<file path="src/rtl/irqm_pkg.sv">
package irqm_pkg;
  localparam int NUM_OUT   = 4;
  localparam int NUM_EV    = 12;
  localparam int STAT_W    = 20;
  localparam int DATA_W    = STAT_W;
  localparam int OSEL_W    = $clog2(NUM_OUT);
  localparam int ADDR_W    = OSEL_W + 3;
  localparam int REGS_PER  = 4;
  localparam int CPU_DONE_BIT = 8;

  typedef enum logic [1:0] {
    SEL_RAW    = 2'd0,
    SEL_MASKED = 2'd1,
    SEL_ENSET  = 2'd2,
    SEL_ENCLR  = 2'd3
  } reg_sel_e;

  function automatic int ev_pos(input int k);
    case (k)
      0:  ev_pos = 0;
      1:  ev_pos = 1;
      2:  ev_pos = 8;
      3:  ev_pos = 9;
      4:  ev_pos = 10;
      5:  ev_pos = 11;
      6:  ev_pos = 12;
      7:  ev_pos = 13;
      8:  ev_pos = 14;
      9:  ev_pos = 16;
      10: ev_pos = 18;
      default: ev_pos = 19;
    endcase
  endfunction

  function automatic logic [STAT_W-1:0] valid_mask();
    logic [STAT_W-1:0] m;
    m = '0;
    for (int k = 0; k < NUM_EV; k++) m[ev_pos(k)] = 1'b1;
    return m;
  endfunction

  localparam logic [STAT_W-1:0] VALID_MASK = valid_mask();
endpackage

</file>
<file path="src/rtl/irqm_chan.sv">
module irqm_chan
  import irqm_pkg::*;
(
  input  logic              clk,
  input  logic              rst_n,
  input  logic [STAT_W-1:0] ev_bits,
  input  logic              clr_we,
  input  logic              set_we,
  input  logic              dis_we,
  input  logic [STAT_W-1:0] wdata,
  input  logic              mode,
  output logic [STAT_W-1:0] raw_o,
  output logic [STAT_W-1:0] en_o,
  output logic [STAT_W-1:0] masked_o,
  output logic              irq_o
);
  logic [STAT_W-1:0] raw_q, en_q, prev_q, raw_d, en_d, masked, rise;

  always_comb begin
    raw_d = raw_q;
    if (clr_we) raw_d = raw_d & ~wdata;
    raw_d = (raw_d | ev_bits) & VALID_MASK;
    en_d = en_q;
    if (set_we) en_d = en_d | wdata;
    if (dis_we) en_d = en_d & ~wdata;
    en_d = en_d & VALID_MASK;
  end

  assign masked = raw_q & en_q;
  assign rise   = masked & ~prev_q;

  always_ff @(posedge clk or negedge rst_n) begin
    if (!rst_n) begin
      raw_q  <= '0;
      en_q   <= '0;
      prev_q <= '0;
    end else begin
      raw_q  <= raw_d;
      en_q   <= en_d;
      prev_q <= masked;
    end
  end

  assign raw_o    = raw_q;
  assign en_o     = en_q;
  assign masked_o = masked;
  assign irq_o    = mode ? (|rise) : (|masked);


  event_sets_chk: assert property (@(posedge clk) disable iff (!rst_n)
    (|ev_bits) |=> ((raw_q & $past(ev_bits)) == $past(ev_bits)));

  sticky_hold_chk: assert property (@(posedge clk) disable iff (!rst_n)
    !clr_we |=> ((raw_q & $past(raw_q)) == $past(raw_q)));

  enset_no_drop_chk: assert property (@(posedge clk) disable iff (!rst_n)
    (set_we && !dis_we) |=> ((en_q & $past(en_q)) == $past(en_q)));

  enclr_no_add_chk: assert property (@(posedge clk) disable iff (!rst_n)
    (dis_we && !set_we) |=> ((en_q & ~$past(en_q)) == '0));

  gap_bits_zero_chk: assert property (@(posedge clk) disable iff (!rst_n)
    ((raw_o | en_o) & ~VALID_MASK) == '0);

  pulse_needs_rise_chk: assert property (@(posedge clk) disable iff (!rst_n)
    (mode && $stable(masked_o)) |-> !irq_o);
endmodule

</file>
<file path="src/rtl/irqm_regif.sv">
module irqm_regif
  import irqm_pkg::*;
(
  input  logic                           clk,
  input  logic                           rst_n,
  input  logic                           reg_wr,
  input  logic [ADDR_W-1:0]              reg_addr,
  input  logic [DATA_W-1:0]              reg_wdata,
  input  logic [NUM_OUT-1:0][STAT_W-1:0] raw_i,
  input  logic [NUM_OUT-1:0][STAT_W-1:0] en_i,
  input  logic [NUM_OUT-1:0][STAT_W-1:0] masked_i,
  output logic [NUM_OUT-1:0]             clr_we,
  output logic [NUM_OUT-1:0]             set_we,
  output logic [NUM_OUT-1:0]             dis_we,
  output logic [NUM_OUT-1:0]             mode_o,
  output logic                           cpu_done_o,
  output logic [DATA_W-1:0]              reg_rdata
);
  localparam logic [ADDR_W-1:0] CTRL_ADDR = ADDR_W'(NUM_OUT * REGS_PER);

  logic              in_chan, ctrl_hit;
  logic [OSEL_W-1:0] sel_out;
  reg_sel_e          sel_reg;
  logic [NUM_OUT-1:0] mode_q;
  logic               done_q;

  assign in_chan  = reg_addr < CTRL_ADDR;
  assign ctrl_hit = reg_addr == CTRL_ADDR;
  assign sel_out  = reg_addr[OSEL_W+1:2];
  assign sel_reg  = reg_sel_e'(reg_addr[1:0]);

  for (genvar i = 0; i < NUM_OUT; i++) begin : g_strobe
    logic hit;
    assign hit       = reg_wr && in_chan && (sel_out == OSEL_W'(i));
    assign clr_we[i] = hit && (sel_reg == SEL_RAW);
    assign set_we[i] = hit && (sel_reg == SEL_ENSET);
    assign dis_we[i] = hit && (sel_reg == SEL_ENCLR);
  end

  always_ff @(posedge clk or negedge rst_n) begin
    if (!rst_n) begin
      mode_q <= '0;
      done_q <= 1'b0;
    end else begin
      if (reg_wr && ctrl_hit) mode_q <= reg_wdata[NUM_OUT-1:0];
      done_q <= reg_wr && ctrl_hit && reg_wdata[CPU_DONE_BIT];
    end
  end

  always_comb begin
    reg_rdata = '0;
    if (in_chan) begin
      case (sel_reg)
        SEL_RAW:    reg_rdata = raw_i[sel_out];
        SEL_MASKED: reg_rdata = masked_i[sel_out];
        default:    reg_rdata = en_i[sel_out];
      endcase
    end else if (ctrl_hit) begin
      reg_rdata[NUM_OUT-1:0] = mode_q;
    end
  end

  assign mode_o     = mode_q;
  assign cpu_done_o = done_q;


  done_pulse_chk: assert property (@(posedge clk) disable iff (!rst_n)
    (reg_wr && ctrl_hit && reg_wdata[CPU_DONE_BIT]) |=> cpu_done_o);

  done_cause_chk: assert property (@(posedge clk) disable iff (!rst_n)
    !(reg_wr && ctrl_hit) |=> !cpu_done_o);
endmodule

</file>
<file path="src/rtl/irqm_merge.sv">
module irqm_merge
  import irqm_pkg::*;
(
  input  logic               clk,
  input  logic               rst_n,
  input  logic [NUM_EV-1:0]  ev_i,
  input  logic               reg_wr,
  input  logic [ADDR_W-1:0]  reg_addr,
  input  logic [DATA_W-1:0]  reg_wdata,
  output logic [DATA_W-1:0]  reg_rdata,
  output logic [NUM_OUT-1:0] irq_o,
  output logic               cpu_done_o
);
  logic [STAT_W-1:0]              ev_bits;
  logic [NUM_OUT-1:0][STAT_W-1:0] raw, en, masked;
  logic [NUM_OUT-1:0]             clr_we, set_we, dis_we, mode;

  always_comb begin
    ev_bits = '0;
    for (int k = 0; k < NUM_EV; k++) ev_bits[ev_pos(k)] = ev_i[k];
  end

  irqm_regif u_regif (
    .clk(clk), .rst_n(rst_n), .reg_wr(reg_wr), .reg_addr(reg_addr),
    .reg_wdata(reg_wdata), .raw_i(raw), .en_i(en), .masked_i(masked),
    .clr_we(clr_we), .set_we(set_we), .dis_we(dis_we), .mode_o(mode),
    .cpu_done_o(cpu_done_o), .reg_rdata(reg_rdata)
  );

  for (genvar n = 0; n < NUM_OUT; n++) begin : g_chan
    irqm_chan u_chan (
      .clk(clk), .rst_n(rst_n), .ev_bits(ev_bits),
      .clr_we(clr_we[n]), .set_we(set_we[n]), .dis_we(dis_we[n]),
      .wdata(reg_wdata[STAT_W-1:0]), .mode(mode[n]),
      .raw_o(raw[n]), .en_o(en[n]), .masked_o(masked[n]), .irq_o(irq_o[n])
    );
  end


  one_strobe_chk: assert property (@(posedge clk) disable iff (!rst_n)
    $countones({clr_we, set_we, dis_we}) <= 1);

  reset_quiet_chk: assert property (@(posedge clk)
    $rose(rst_n) |-> (irq_o == '0 && !cpu_done_o));
endmodule

</file>
<file path="config.mk">
export PLATFORM = sky130hd
export DESIGN_NAME = irqm_merge
export DESIGN_NICKNAME = d
export VERILOG_FILES = /design/src/rtl/irqm_pkg.sv /design/src/rtl/irqm_chan.sv /design/src/rtl/irqm_regif.sv /design/src/rtl/irqm_merge.sv
export SDC_FILE = /design/constraint.sdc
export NUM_CORES = 1
export LEC_CHECK = 0
export CORE_MARGIN = 1.5
export CORE_UTILIZATION = 36
export DETAILED_ROUTE_END_ITERATION = 7
export DONT_BUFFER_PORTS = 1
export GPL_TIMING_DRIVEN = 1
export PLACE_DENSITY = 0.52
export RECOVER_POWER = 25
export SLEW_MARGIN = 30
export SYNTH_ARGS = -nofsm -noshare
export SYNTH_HDL_FRONTEND = slang
export SYNTH_SLANG_ARGS = --single-unit
</file>
<file path="constraint.sdc">
create_clock -name clk -period 4.4 [get_ports clk]
set_input_delay 0.66 -clock clk [delete_from_list [all_inputs] [get_ports clk]]
set_output_delay 0.66 -clock clk [all_outputs]
set_load 0.02 [all_outputs]
</file>
==> results of run 1 <==
-- layout make-up --
cell class / instances / share of cell area
sequential: 149 / 0.455
multi-input combinational: 435 / 0.387
clock buffer: 25 / 0.0642
tap: 270 / 0.0413
inverter: 54 / 0.0248
clock inverter: 7 / 0.0139
timing repair buffer: 11 / 0.0134
-- metrics by stage --
step	instances	power, mW	hold slack, ns	util	setup WS [ns]
after floorplan	690	2.14	0.364	-	1.70
after global placement	916	2.25	0.371	0.373	1.68
after detailed placement	918	2.27	0.371	0.374	1.66
after CTS	951	3.87	0.288	0.407	1.64
after global routing	951	4.00	0.282	0.407	1.53
final	951	3.84	0.199	0.407	1.64
-- path summary, 6_finish.rpt --
path,from,endpoint,slack [ns],cells past startpoint
max in group asynchronous,rst_n,g_chan[3].u_chan.raw_o[10]$_DFF_PN0_,3.61,1
max,reg_addr[3],reg_rdata[1],1.64,4
min reg2reg,g_chan[1].u_chan.raw_o[9]$_DFF_PN0_,g_chan[1].u_chan.raw_o[9]$_DFF_PN0_,0.50,1
max reg2reg,u_regif.mode_o[0]$_DFFE_PN0P_,u_regif.mode_o[0]$_DFFE_PN0P_,3.53,1
min in group clk,ev_i[5],g_chan[0].u_chan.raw_o[11]$_DFF_PN0_,0.32,1
min,rst_n,g_chan[0].u_chan.raw_o[16]$_DFF_PN0_,0.20,1
-- cells by family (layout without fill, tap and decap cells) --
kind of cell | count (synthesis) | count (layout) | share of synthesized area
AOI/OAI and AO/OA | 160 | 160 | 0.167
buffers and inverters | 106 | 97 | 0.0685
DFF | 149 | 149 | 0.508
muxes | 41 | 41 | 0.111
other | 1 | 6 | 0.000511
and+or+nand+nor | 228 | 228 | 0.145
-- per-layer routing --
layer / wire, µm / track usage / vias up
met4: 439 / 0.0745 / 0
li1: - / - / 2378
met3: 1280 / 0.0489 / 30
met2: 11400 / 0.377 / 152
met1: 8940 / 0.266 / 2827
met5: 0 / 0 / -
-- placed cells by master (no fill, tap or decap), drive strengths merged, types with 5 or more instances in the layout --
master / netlist / final
nand2: 150 / 150
dfrtp: 149 / 149
inv: 54 / 55
a21o: 48 / 48
a22o: 48 / 48
mux4: 31 / 31
clkbuf: 16 / 25
o22ai: 20 / 20
nor2: 16 / 16
a21oi: 15 / 15
nor3: 13 / 13
buf: 36 / 11
nor4: 11 / 11
nor2b: 10 / 10
nand2b: 9 / 9
nand4: 8 / 8
mux2i: 6 / 6
conb: 1 / 6
o21a: 5 / 5
-- power groups by stage --
stage | clock network, mW | logic [mW] | registers [mW]
3_5_place_dp | 0 | 0.572 | 1.70
5_1_grt | 1.65 | 0.653 | 1.70
2_1_floorplan | 0 | 0.484 | 1.65
4_1_cts | 1.59 | 0.604 | 1.68
6_report | 1.56 | 0.598 | 1.68
3_3_place_gp | 0 | 0.559 | 1.69
-- critical path, delay by kind of cell --
family / cells / cell delay (ns)
AO/OA/AOI/OAI: 2 / 0.68
AND/OR/NAND/NOR: 2 / 0.75
==> flow_summary.json, run 1 <==
{
  "power_density_nw_per_um2": 469,
  "pwr-share-seq": 0.438,
  "cap_violations": 0,
  "power.clock.fraction": 0.406,
  "final_layout_size_suffix_gt1_frac": 0.129,
  "firstDrtPassIters": 5,
  "synth_area_per_cell_um2": 10.7,
  "critPathCaptureType": "output pin",
  "final_nets": 708,
  "grt_pass1_vias": 5457,
  "crit_chain": "or2_4 > nor4b_4 > a2111oi_1 > a221oi_2",
  "slew_violations": 0,
  "multiInputGateArea_um2": 3170,
  "rows": 52,
  "gp_congestion": 0.819,
  "overflow": 0,
  "outcome": "complete, no violations",
  "max_freq_ghz": 0.362,
  "setup-tns-final_ns": 0,
  "skew_ns": 0.00589,
  "antenna_found_initial": 0,
  "async_reset_ff_frac": 1.00,
  "syn2layout_area_growth_pct": 11.5,
  "grt_max_degree": 150,
  "core-area_um2": 20100,
  "grt_pass1_wl_mm": 34.2,
  "drtIter0Drc": 371,
  "worst-path-max-fanout": 45,
  "n_antenna_cell": 0,
  "die_y_um": 146,
  "routed_wl_mm": 22.1,
  "drcViolationCount": 0,
  "cts_buffers": 17,
  "cts_buffer_depth": 2,
  "critPathMaxStageDelay_ns": 0.50,
  "tightestPinTransition_ns": 0.913,
  "p_sw_mw": 1.02,
  "finalCritPeriodShare": 0.627,
  "clock_latency_ns": 0.42,
  "cts_tree": "built",
  "ys.flop_type": "dfrtp_1",
  "hold_path.class": "in2async",
  "syn_inst": 685,
  "h-tree-depth": 4,
  "synth_edf_count": 0,
  "dieWidth_um": 146,
  "setup_viol": 0,
  "vdd_drop_max_uv": 238,
  "yosys.area.top_type": "dfrtp_1",
  "fin_area_um2": 8190,
  "pin_count": 65,
  "cts_root_buf": "clkbuf_16",
  "postRouteAntennaNets": 0,
  "swShare": 0.266,
  "via_per_inst": 5.66,
  "placed_cell_area_um2": 7520,
  "vias": 5387,
  "cts.sinks": 149,
  "cts_hold_buffers": 1,
  "rsz0062_at_grt": "no",
  "synth-seq-cells": 149,
  "cpMaxStageDelayCell": "a221oi_2",
  "fill_cells": 1932,
  "initial_core_util": 0.365,
  "p_int_mw": 2.82,
  "yosysWarnings": 0,
  "track_usage": 0.217,
  "register_area_um2": 3730,
  "finalHoldViolations": 0,
  "cp-start-kind": "primary input",
  "port_buffers": 0,
  "finalCriticalPeriod_ns": 2.76,
  "synth_area_um2": 7340,
  "die-area_um2": 21300,
  "p_leak_nw": 3.49,
  "place_hpwl_mm": 15.2,
  "postCtsSetupRepairBufs": 0,
  "netlist.area_leader.share": 0.508,
  "comb_power_share": 0.156,
  "critPathKind": "in2out",
  "required_ns": 3.74,
  "routedWlPerCell_um": 23.2,
  "synthTopCellsByArea": "dfrtp_1 (51%), mux4_2 (9.5%), nand2_1 (7.6%)",
  "ys_seq_area_frac": 0.508,
  "ys_types": 42,
  "arrival_ns": 2.10,
  "cts_resized": 0,
  "clk_pin_slew_ns": 0.06,
  "slew_headroom": 0.389,
  "ys_top_cells_by_count": "dfrtp_1 (149), nand2_1 (149), inv_1 (54), a21o_1 (48), a22o_1 (48)"
}
(Power assumes the default switching activity.)
==> run 2: changes to the inputs <==
==> constraint.sdc (replaced) <==
create_clock -name clk -period 2.6 [get_ports clk]
set_input_delay 0.39 -clock clk [delete_from_list [all_inputs] [get_ports clk]]
set_output_delay 0.39 -clock clk [all_outputs]
set_load 0.02 [all_outputs]
==> run 2 against run 1 <==
  * The run now ends with hold timing left
  * Register-to-register slack got worse by 1.8 ns
  * Largest cell class unchanged
  * Sequential share of layout area fell by 0.16 points
  * Critical path type is now reg2out
  * Largest power group unchanged
  * Critical path depth rose by 2
==> flow_summary.json, run 2 (synthesis gave the netlist of run 1 again) <==
{
  "outcome": "complete, but fails checks",
  "violations": "hold timing",
  "die-area_um2": 21300,
  "cts_buffers": 17,
  "finalCritPeriodShare": 0.952,
  "vias": 5414,
  "firstDrtPassIters": 5,
  "grt_pass1_wl_mm": 34.3,
  "p_leak_nw": 3.50,
  "r2r_setup_slack_ns": 1.72,
  "slew_violations": 0,
  "critPathCaptureType": "output pin",
  "dp.cells": 926,
  "gp_congestion": 0.870,
  "cts.sinks": 149,
  "placed_cell_area_um2": 7560,
  "r2r_cells": 1,
  "final_layout_size_suffix_gt1_frac": 0.141,
  "cp-start-kind": "flip-flop",
  "cap_violations": 0,
  "port_buffers": 0,
  "core-area_um2": 20100,
  "cts_buffer_depth": 2,
  "final_nets": 715,
  "postCtsSetupRepairBufs": 0,
  "worstReg2RegEnd": "u_regif.mode_o[0]$_DFFE_PN0P_",
  "pin_count": 65,
  "routed_wl_mm": 22.2,
  "drcViolationCount": 0,
  "final_cell_mix": "nand2_1 (149), dfrtp_1 (149), inv_1 (54)",
  "utilization": 0.409,
  "skew_ns": 0.00875,
  "initial_core_util": 0.365,
  "finalHoldViolations": 149,
  "clk_pin_slew_ns": 0.06,
  "rsz0062_at_grt": "no",
  "clock_latency_ns": 0.42,
  "setup-tns-final_ns": 0,
  "crit_start": "g_chan[3].u_chan.raw_o[8]$_DFF_PN0_",
  "place_ws_ns": 0.454,
  "worst-path-max-fanout": 4,
  "slew_headroom": 0.546,
  "hold_path.class": "in2async",
  "finalCriticalPeriod_ns": 2.47,
  "via_per_inst": 5.66,
  "h-tree-depth": 4,
  "arrival_ns": 2.08,
  "cts_root_buf": "clkbuf_16",
  "required_ns": 2.21,
  "finalNonFillerCells": 957,
  "worstReg2RegStart": "u_regif.mode_o[0]$_DFFE_PN0P_",
  "setup_viol": 0,
  "max_freq_ghz": 0.404,
  "crit_end": "reg_rdata[8]",
  "postRouteAntennaNets": 0,
  "fin_hold_ws_ns": -0.338,
  "fill_cells": 1932,
  "critPathKind": "reg2out",
  "tightestPinTransition_ns": 0.676,
  "drtIter0Drc": 490,
  "syn2layout_area_growth_pct": 11.9,
  "overflow": 0,
  "dieWidth_um": 146,
  "n_antenna_cell": 0,
  "rows": 52,
  "track_usage": 0.217,
  "total_power_mw": 6.56,
  "antenna_found_initial": 0,
  "fin_area_um2": 8220,
  "grt_max_degree": 150,
  "place_hpwl_mm": 15.5,
  "die_y_um": 146,
  "worst_slack_ns": 0.126,
  "power_density_nw_per_um2": 798,
  "grt_pass1_vias": 5474,
  "vdd_drop_max_uv": 339,
  "routedWlPerCell_um": 23.2,
  "cts_tree": "built"
}
==> run 2: changes by cell type in the layout (fill, tap and decap cells not counted), moves of 3 or more <==
cell,before,now
buf_4,8,17
clkbuf_8,7,1
nor3_2,0,3
nor4_2,0,3
==> run 2: worst min path at each step <==
stage           from                                    to  slack [ns]  cells after the start
4_1_cts        rst_n   g_chan[3].u_chan.raw_o[9]$_DFF_PN0_       -0.35                      0
3_3_place_gp   rst_n  g_chan[0].u_chan.raw_o[16]$_DFF_PN0_        0.10                      0
6_report       rst_n                             async pin       -0.34                      0
5_1_grt        rst_n  g_chan[1].u_chan.raw_o[13]$_DFF_PN0_       -0.35                      0
2_1_floorplan  rst_n                             async pin        0.09                      0
3_5_place_dp   rst_n  g_chan[1].u_chan.raw_o[16]$_DFF_PN0_         0.1                      0
==> run 2: area by class of cell <==
type | count | area (µm²) | area share
Timing Repair Buffer | 18 | 148 | 0.0180
Sequential cell | 149 | 3730 | 0.454
Clock inverter | 12 | 201 | 0.0245
Multi-Input combinational cell | 435 | 3160 | 0.384
Tap cell | 270 | 338 | 0.0411
Clock buffer | 19 | 443 | 0.0539
Inverter | 54 | 203 | 0.0247
==> run 2: worst max-delay path, stage by stage (launching register included) <==
cell	delay, ns
dfrtp_1	0.42
nand2_1	0.15
inv_1	0.08
mux4_2	0.50
a211oi_2	0.23
nor3_1	0.11
buf_4	0.17
==> run 2: metal layers <==
metal  share of wire  global-route usage
met1            0.41               0.280
met2            0.51               0.360
met3           0.062              0.0429
met4           0.025              0.0847
met5               0                   0
==> run 2: where the power goes <==
| part | internal, mW | switching, mW |
|---|---|---|
| clock network | 1.73 | 1.00 |
| registers | 2.63 | 0.214 |
| logic | 0.458 | 0.529 |
| total | 4.81 | 1.75 |
==> run 2: timing repair <==
action / CTS / global route
resized for setup: 0 / 3
setup endpoints to repair: 0 / 2
endpoints found under the hold margin: 149 / 149
